**src/rtl/ipc_db_pkg.sv**
```systemverilog
package ipc_db_pkg;
  localparam int NUM_REGS = 4;
  localparam int ADDR_W   = $clog2(NUM_REGS);

  typedef enum logic [ADDR_W-1:0] {
    REG_H2D  = 2'd0,
    REG_D2H  = 2'd1,
    REG_HMSK = 2'd2,
    REG_DMSK = 2'd3
  } reg_sel_e;
endpackage

```
**src/rtl/ipc_db_slot.sv**
```systemverilog
module ipc_db_slot #(
  parameter int              W       = 64,
  parameter logic [W-1:0]    RST_VAL = '0
) (
  input  logic         clk,
  input  logic         rst_n,
  input  logic         host_hit,
  input  logic [W-1:0] host_mask,
  input  logic [W-1:0] host_val,
  input  logic         dsp_hit,
  input  logic [W-1:0] dsp_mask,
  input  logic [W-1:0] dsp_val,
  output logic [W-1:0] q,
  output logic [W-1:0] q_next
);
  logic [W-1:0] pend_m, pend_v, pend_m_n, pend_v_n;
  logic [W-1:0] dm, m_eff, v_eff;
  logic         q_en, p_en;

  // merge the held DSP update with any new one from this cycle
  always_comb begin
    dm    = dsp_hit ? dsp_mask : '0;
    m_eff = pend_m | dm;
    v_eff = (pend_v & ~dm) | (dsp_val & dm);
    if (host_hit) begin
      q_next   = (q & ~host_mask) | (host_val & host_mask);
      pend_m_n = m_eff;
      pend_v_n = v_eff;
    end else begin
      q_next   = (q & ~m_eff) | (v_eff & m_eff);
      pend_m_n = '0;
      pend_v_n = '0;
    end
    q_en = host_hit | (|m_eff);
    p_en = host_hit | (|pend_m);
  end

  always_ff @(posedge clk or negedge rst_n) begin
    if (!rst_n) begin
      q <= RST_VAL;
    end else if (q_en) begin
      q <= q_next;
    end
  end

  always_ff @(posedge clk or negedge rst_n) begin
    if (!rst_n) begin
      pend_m <= '0;
      pend_v <= '0;
    end else if (p_en) begin
      pend_m <= pend_m_n;
      pend_v <= pend_v_n;
    end
  end

  // a held DSP update never outlives an edge without a host write
  p_pend_drain_r3: assert property (@(posedge clk) disable iff (!rst_n)
    !host_hit |=> (pend_m == '0));

  // with no writer and nothing held the register keeps its value
  p_idle_stable_r2: assert property (@(posedge clk) disable iff (!rst_n)
    (!host_hit && !dsp_hit && pend_m == '0) |=> $stable(q));
endmodule

```
**src/rtl/ipc_db_irq.sv**
```systemverilog
module ipc_db_irq #(
  parameter int W         = 64,
  parameter int BUSY_BIT  = 63,
  parameter int DONE_BIT  = 62,
  parameter int MDONE_BIT = 0,
  parameter int MBUSY_BIT = 1
) (
  input  logic [W-1:0] done_db,
  input  logic [W-1:0] busy_db,
  input  logic [W-1:0] mask_q,
  output logic         irq
);
  logic done_src, busy_src;

  always_comb begin
    done_src = done_db[DONE_BIT] & ~mask_q[MDONE_BIT];
    busy_src = busy_db[BUSY_BIT] & ~mask_q[MBUSY_BIT];
    irq      = done_src | busy_src;
  end
endmodule

```
**src/rtl/ipc_db_panic.sv**
```systemverilog
module ipc_db_panic #(
  parameter int           W        = 64,
  parameter int           BUSY_BIT = 63,
  parameter logic [W-1:0] MAGIC    = 64'h0000_0000_0DEA_D000,
  parameter logic [W-1:0] MMASK    = 64'h0000_0000_0FFF_F000,
  parameter int           OFF_LSB  = 32,
  parameter int           OFF_W    = 16
) (
  input  logic             clk,
  input  logic             rst_n,
  input  logic [W-1:0]     cur,
  input  logic [W-1:0]     nxt,
  output logic             valid,
  output logic [OFF_W-1:0] offset
);
  logic             rise;
  logic             valid_n;
  logic [OFF_W-1:0] offset_n;

  always_comb begin
    rise     = nxt[BUSY_BIT] & ~cur[BUSY_BIT];
    valid_n  = ((nxt & MMASK) == MAGIC);
    offset_n = nxt[OFF_LSB +: OFF_W];
  end

  always_ff @(posedge clk or negedge rst_n) begin
    if (!rst_n) begin
      valid  <= 1'b0;
      offset <= '0;
    end else if (rise) begin
      valid  <= valid_n;
      offset <= offset_n;
    end
  end

  // on a BUSY rise the offset matches the field of the new word
  p_panic_track_r7: assert property (@(posedge clk) disable iff (!rst_n)
    $rose(cur[BUSY_BIT]) |-> (offset == cur[OFF_LSB +: OFF_W]));

  // without a BUSY rise the panic outputs hold
  p_panic_hold_r7: assert property (@(posedge clk) disable iff (!rst_n)
    !$rose(cur[BUSY_BIT]) |-> ($stable(offset) && $stable(valid)));
endmodule

```
**src/rtl/ipc_doorbell_unit.sv**
```systemverilog
module ipc_doorbell_unit
  import ipc_db_pkg::*;
#(
  parameter int                 DATA_W    = 64,
  parameter int                 BUSY_BIT  = 63,
  parameter int                 DONE_BIT  = 62,
  parameter int                 MDONE_BIT = 0,
  parameter int                 MBUSY_BIT = 1,
  parameter logic [DATA_W-1:0]  PANIC_MAGIC = 64'h0000_0000_0DEA_D000,
  parameter logic [DATA_W-1:0]  PANIC_MMASK = 64'h0000_0000_0FFF_F000,
  parameter int                 OFF_LSB   = 32,
  parameter int                 OFF_W     = 16
) (
  input  logic              clk,
  input  logic              rst_n,
  input  logic              host_wr_en,
  input  logic [1:0]        host_addr,
  input  logic [63:0]       host_wr_mask,
  input  logic [63:0]       host_wr_data,
  output logic [63:0]       host_rd_data,
  input  logic              dsp_wr_en,
  input  logic [1:0]        dsp_addr,
  input  logic [63:0]       dsp_wr_mask,
  input  logic [63:0]       dsp_wr_data,
  output logic [63:0]       dsp_rd_data,
  output logic              host_irq,
  output logic              dsp_irq,
  output logic              panic_valid,
  output logic [15:0]       panic_offset
);
  localparam logic [DATA_W-1:0] MASK_RST = DATA_W'(1) << MDONE_BIT;

  // reset: asserted asynchronously, released after two clean edges
  logic rst_meta, rst_sync_n;
  always_ff @(posedge clk or negedge rst_n) begin
    if (!rst_n) begin
      rst_meta   <= 1'b0;
      rst_sync_n <= 1'b0;
    end else begin
      rst_meta   <= 1'b1;
      rst_sync_n <= rst_meta;
    end
  end

  logic [NUM_REGS-1:0] host_hit, dsp_hit;
  logic [DATA_W-1:0]   regs_q [NUM_REGS];
  logic [DATA_W-1:0]   regs_n [NUM_REGS];

  always_comb begin
    for (int k = 0; k < NUM_REGS; k++) begin
      host_hit[k] = host_wr_en && (host_addr == ADDR_W'(k));
      dsp_hit[k]  = dsp_wr_en  && (dsp_addr  == ADDR_W'(k));
    end
  end

  for (genvar i = 0; i < NUM_REGS; i++) begin : g_slot
    localparam bit IS_MASK = (i == int'(REG_HMSK)) || (i == int'(REG_DMSK));
    localparam logic [DATA_W-1:0] RV = IS_MASK ? MASK_RST : '0;
    ipc_db_slot #(.W(DATA_W), .RST_VAL(RV)) u_slot (
      .clk       (clk),
      .rst_n     (rst_sync_n),
      .host_hit  (host_hit[i]),
      .host_mask (host_wr_mask),
      .host_val  (host_wr_data),
      .dsp_hit   (dsp_hit[i]),
      .dsp_mask  (dsp_wr_mask),
      .dsp_val   (dsp_wr_data),
      .q         (regs_q[i]),
      .q_next    (regs_n[i])
    );
  end

  always_comb begin
    host_rd_data = regs_q[host_addr];
    dsp_rd_data  = regs_q[dsp_addr];
  end

  // host side: reply DONE on its own doorbell, new message BUSY on the other
  ipc_db_irq #(.W(DATA_W), .BUSY_BIT(BUSY_BIT), .DONE_BIT(DONE_BIT),
               .MDONE_BIT(MDONE_BIT), .MBUSY_BIT(MBUSY_BIT)) u_host_irq (
    .done_db (regs_q[REG_H2D]),
    .busy_db (regs_q[REG_D2H]),
    .mask_q  (regs_q[REG_HMSK]),
    .irq     (host_irq)
  );

  // DSP side mirrors the host side
  ipc_db_irq #(.W(DATA_W), .BUSY_BIT(BUSY_BIT), .DONE_BIT(DONE_BIT),
               .MDONE_BIT(MDONE_BIT), .MBUSY_BIT(MBUSY_BIT)) u_dsp_irq (
    .done_db (regs_q[REG_D2H]),
    .busy_db (regs_q[REG_H2D]),
    .mask_q  (regs_q[REG_DMSK]),
    .irq     (dsp_irq)
  );

  ipc_db_panic #(.W(DATA_W), .BUSY_BIT(BUSY_BIT), .MAGIC(PANIC_MAGIC),
                 .MMASK(PANIC_MMASK), .OFF_LSB(OFF_LSB), .OFF_W(OFF_W)) u_panic (
    .clk    (clk),
    .rst_n  (rst_sync_n),
    .cur    (regs_q[REG_D2H]),
    .nxt    (regs_n[REG_D2H]),
    .valid  (panic_valid),
    .offset (panic_offset)
  );

  // the host line never fires without an unmasked source
  p_host_src_r4: assert property (@(posedge clk) disable iff (!rst_sync_n)
    host_irq |-> ((regs_q[REG_H2D][DONE_BIT] && !regs_q[REG_HMSK][MDONE_BIT]) ||
                  (regs_q[REG_D2H][BUSY_BIT] && !regs_q[REG_HMSK][MBUSY_BIT])));

  // the DSP line never fires without an unmasked source
  p_dsp_src_r5: assert property (@(posedge clk) disable iff (!rst_sync_n)
    dsp_irq |-> ((regs_q[REG_D2H][DONE_BIT] && !regs_q[REG_DMSK][MDONE_BIT]) ||
                 (regs_q[REG_H2D][BUSY_BIT] && !regs_q[REG_DMSK][MBUSY_BIT])));

  // both mask bits set silences the line
  p_host_silent_r6: assert property (@(posedge clk) disable iff (!rst_sync_n)
    (regs_q[REG_HMSK][MDONE_BIT] && regs_q[REG_HMSK][MBUSY_BIT]) |-> !host_irq);
  p_dsp_silent_r6: assert property (@(posedge clk) disable iff (!rst_sync_n)
    (regs_q[REG_DMSK][MDONE_BIT] && regs_q[REG_DMSK][MBUSY_BIT]) |-> !dsp_irq);
endmodule

```
**config.mk**
```make
export PLATFORM = sky130hd
export DESIGN_NAME = ipc_doorbell_unit
export DESIGN_NICKNAME = d
export VERILOG_FILES = /design/src/rtl/ipc_db_pkg.sv /design/src/rtl/ipc_db_slot.sv /design/src/rtl/ipc_db_irq.sv /design/src/rtl/ipc_db_panic.sv /design/src/rtl/ipc_doorbell_unit.sv
export SDC_FILE = /design/constraint.sdc
export NUM_CORES = 2
export LEC_CHECK = 0
export ABC_AREA = 1
export BUFFER_PORTS_ARGS = -buffer_cell sky130_fd_sc_hd__buf_2
export CORE_ASPECT_RATIO = 0.6
export CORE_MARGIN = 10
export CORE_UTILIZATION = 55
export DETAILED_ROUTE_END_ITERATION = 7
export PLACE_DENSITY = 0.75
export SLEW_MARGIN = 20
export SYNTH_ARGS = -nofsm -noshare
export SYNTH_HDL_FRONTEND = slang
export SYNTH_SLANG_ARGS = --single-unit
```
**constraint.sdc**
```tcl
create_clock -name clk -period 38.9 [get_ports clk]
set_input_delay 7.78 -clock clk [delete_from_list [all_inputs] [get_ports clk]]
set_output_delay 7.78 -clock clk [all_outputs]
set_load 0.05 [all_outputs]
```
== Word level (Yosys, flattened, before mapping) ==
Index checks and enable logic that the tools add are counted.
Storage, ports and cells
  register bits after elaboration: 787
  bits in latches: 0
  RAM bits: 0
  bits in read-only memories: 0
  output and inout bits: 147
  word-level logic and storage cells: 133
  memories: 0
Cells by class
  $add $sub $neg: 0
  multiply operators: 0
  div/mod/pow operators: 0
  magnitude comparators: 2
  equal/unequal tests: 7
  shifts and indexed selects: 0
  muxes and demuxes: 22
  bitwise gates (word level): 68
  reductions and logical operators: 18
Operator list (count)
  $and 64x64->64: 21
  $mux 64: 20
  $or 64x64->64: 16
  $not 64->64: 9
  $reduce_or 64->1: 8
  $bmux 64 s2: 2
  $eq 16x16->1 const B: 1
  $or 1x1->1: 10
  $eq 2x2->1 const B: 4
  $logic_and 1x1->1: 8
  $ge 3x3->1 const B: 2
  $not 2->3: 2
  $and 1x1->1: 5
  $not 1->1: 5
  $eq 2x1->1 const B: 2
  $logic_not 2->1: 2

== Logic depth before layout (Yosys ltp) ==
  depth in word-level cells: 10
  gate-level depth with buffers: 14
  depth with buffers taken out: 13

== Modules after synthesis ==
From an unflattened synthesis, not the netlist that was laid out.
Second synthesis, totals
  cells, all modules: 6456
  area total of the unflattened synthesis: 46363.2 um^2
Modules (own cells, without submodules)
  ipc_db_slot (g_slot[2].u_slot ...): times used 2, cells an instance 1283, area an instance 10133.5 um^2, seq. area each 4805.9 um^2
  ipc_db_slot (g_slot[0].u_slot ...): times used 2, cells an instance 1283, area an instance 10132.2 um^2, seq. area each 4804.6 um^2
  ipc_doorbell_unit: times used 1, cells an instance 1255, area an instance 5043.6 um^2, seq. area each 50.0 um^2
  ipc_db_panic: times used 1, cells an instance 59, area an instance 750.7 um^2, seq. area each 425.4 um^2
  ipc_db_irq: times used 2, cells an instance 5, area an instance 18.8 um^2, seq. area each 0.0 um^2

== Worst setup path before layout ==
No wires, ideal clock.
  path kind: input to output
  start: input dsp_addr[0]
  end: output dsp_rd_data[10]
  arrival: 9.243 ns
  data required time: 31.120 ns
  slack: 21.877 ns
  cell stages on the path: 5
  buffers on the path: 2
  cells stage by stage: buf_4 > nor2_1 > inv_2 > clkbuf_1 > o221ai_1
Between the ends
  cells in the longest elaborated chain, start to end: 4
Ends and longest elaborated chain
  start: declaration: line ipc_doorbell_unit.sv:22  | input logic [1:0] dsp_addr,
  $not 2->3 (not written as such): line ipc_doorbell_unit.sv:75  | dsp_rd_data = regs_q[dsp_addr];
  $bmux 64 s2: line ipc_doorbell_unit.sv:75
  $mux 64 (not written as such) (2 in series): line ipc_doorbell_unit.sv:75
  end: declaration: line ipc_doorbell_unit.sv:25  | output logic [63:0] dsp_rd_data,
No other way between the ends. The select of a mux whose other input is x is not followed.

== Worst setup path in the final report ==
  start: input dsp_addr[0]
  end: output dsp_rd_data[34]
Same word-level chain as after synthesis.

==> impl_results.md <==
* Final Cycle Share at 46.5%
* Worst Path Class, Setup: in -> out
* Max Cap Viol at 0
* Final HPWL DP at 93500 um
* Hold depth at 0
* Most common cell after layout, fill and taps aside: nand2_1
* Worst-Skew Late Latency at 640 ps
* Routed vias at 38570
* Synth top area share at 49.2%
* Dominant cell type by area after synthesis: dfrtp_1
* Detailed Route Iter0 Violations at 4756
* Seq/Total Area, Yosys at 49.4%
* Crit end category: output port
* Worst Tran Pin Value at 1120 ps
* Post-route cell area at 0.0450 mm2
* Max incr delay on CP at 720 ps
* Initial antenna violation count at 32
* Slew Viols, Final at 0
* Setup Fix Bufs, Post-CTS at 0
* Clk_skew at 16.5 ps
* Vias in the first global route at 36228
* Register-to-register setup slack at 34610 ps
* Worst endpoint data arrival time at 10300 ps
* Power per cell area at 48.8 mW/mm2
* Root Driver: clkbuf_16
* CP delay by family, top: buffers and inverters
* DRT Pass-1 Iters at 6
* Avg Inst Size Synth at 8.18 um2
* Distinct cells, synth at 37
* Vias/cell at 6.23
* Post-synth EDFFs at 0
* Worst IR Drop VDD at 0.0370 mV
* Worst-path fanout max at 43
* CORE AREA at 0.0718 mm2
* CP Buf/Inv Count at 4
* CP Data Required Time at 31120 ps
* DRC Markers at 0
* Drt wl/cell at 22.6 um
* Area grow syn2layout at 12.7%
* Most frequent cells in the layout: 1090 x nand2_1, 801 x inv_1, 784 x dfrtp_1
* Total gr overflow at 0
* Placed cell area at 0.0425 mm2
* Ys Warns at 0
* Min-delay src: rst_meta
* Ys async rst share at 100%
* Crit-path slowest cell: buf_4
* Layout net count at 5404
* Final TNS setup at 0 ps
* Syn Inst Count at 4876
* H-tree depth at 3
* Die width at 368 um
* Ranking of synthesized cells by area: dfrtp_1 49%, nand2_1 10%, inv_1 7.6%, o221ai_1 6.3%, o22ai_1 3.5%
* Port buffer count at 410
* Largest net degree at the start of global routing at 184
* CP cell instances: buf_2 > inv_2 > nor2_4 > buf_4 > a22oi_1 > o221ai_1 > buf_2
* Max_slew headroom at 24.6%
* CTS tree: yes
* Syn nets at 5140
* # setup viols final at 0
* Most used DFF post-synth: dfrtp_1
* RSZ-0062 raised after global routing: no
* Critical Path Start Type: input port
* Hold Crit Endpoint: rst_sync_n
* Ratio of cells with drive above 1 in the final layout at 11.5%
* CTS resizes at 0
* Clock slew at reported path FFs at 60 ps
* Total Die Area at 0.0841 mm2
* Num CTS Buffers at 74
* Status: completed
* Max Clk Rate at 55.3 MHz
* # IOs at 411
* Final ANT Viol Nets at 0
* Hold crit path type: reg -> reg
* Routability cong. at 0.922
* Final min period at 18080 ps
* Clock buffer depth at 3
* Routed WL at 140000 um
* Clock sinks at 787
* GRT Resource Usage Total at 31.9%
* Fillers at 6126
* Most Frequent Cell on Critical Path: buf_2
* Mapped cell area at 0.0399 mm2
* Static Leak at 21.3 nW
* Row cnt at 76
* Reg2reg start: rst_sync_n
* Starting Density at 55.6%
* First-pass GRT wire length at 213000 um
* R2R cell count at 4
* Synthesis-stage register bit count at 787
* Worst R2R End: g_slot[3].u_slot.pend_m[22]
* Hold buffer count at CTS at 0
* Final hold violation count at 0
* Die height at 229 um
per-layer routing:
metal	vias up	track usage, %	share of wire, %
met3	355	9.28	13
met5	-	0	0.095
li1	17481	-	-
met4	20	11.7	3.6
met2	2355	45.5	42
met1	18359	45.5	42
metrics by stage:
stage / hold WS (ps) / total power [W] / utilization [%] / setup WS [ps] / cells
after floorplan: 331 / 0.00129 / - / 15340 / 4876
after CTS: 352 / 0.00219 / 62.6 / 20950 / 6171
after detailed placement: 337 / 0.00146 / 59.2 / 20950 / 6039
after global placement: 332 / 0.00145 / 59.2 / 21050 / 6039
after global routing: 353 / 0.00227 / 62.6 / 20830 / 6184
final: 350 / 0.00220 / 62.7 / 20820 / 6194
synthesized netlist by cell type (3+ instances only):
| cell | count |
|---|---|
| o21ai_1 | 81 |
| nand2_1 | 1092 |
| a31oi_1 | 64 |
| nand3b_1 | 5 |
| clkbuf_1 | 149 |
| a22oi_1 | 128 |
| a22o_1 | 16 |
| and2_1 | 3 |
| dfrtp_1 | 785 |
| nand2_2 | 5 |
| o211ai_1 | 121 |
| nor2_4 | 4 |
| a211oi_1 | 6 |
| buf_1 | 25 |
| o21ai_0 | 134 |
| nand4_1 | 28 |
| o311ai_0 | 34 |
| inv_2 | 8 |
| o22ai_1 | 226 |
| buf_2 | 81 |
| o311ai_1 | 30 |
| nand3_1 | 214 |
| o221ai_1 | 285 |
| nor4_1 | 64 |
| buf_4 | 7 |
| a21oi_1 | 257 |
| inv_1 | 803 |
| nor2_1 | 210 |
logic make-up (layout without fill, tap and decap cells):
logic type	Yosys count	in the layout	share of synthesized area, %
buf+inv	1075	1395	10.5
other cells	1	24	0.00940
flops	787	787	49.4
simple gates	1629	1629	16.8
compound gates	1384	1384	23.3
power breakdown:
| part | switching (W) | internal [W] |
|---|---|---|
| Sequential | 0.0000664 | 0.000887 |
| Clock | 0.000329 | 0.000414 |
| Combinational | 0.000367 | 0.000132 |
final cells by class:
type	instances	area (um2)	area share, %
inverter	811	3070	6.82
timing repair buffer	452	2400	5.33
tap	975	1220	2.71
sequential	787	19700	43.8
antenna	23	57.6	0.128
multi-input combinational	3014	16100	35.9
clock inverter	20	246	0.548
clock buffer	112	2170	4.81
worst max path at each step:
stage / start / endpoint / slack (ps) / depth (start not counted)
3_3_place_gp: dsp_addr[0] / dsp_rd_data[35] / 21050 / 7
6_report: dsp_addr[0] / dsp_rd_data[34] / 20820 / 7
2_1_floorplan: rst_sync_n / async pin / 15340 / 0
3_5_place_dp: dsp_addr[0] / dsp_rd_data[11] / 20950 / 7
4_1_cts: dsp_addr[0] / dsp_rd_data[11] / 20950 / 7
5_1_grt: dsp_addr[0] / dsp_rd_data[34] / 20830 / 7
Power figures use the tool's default switching activity.
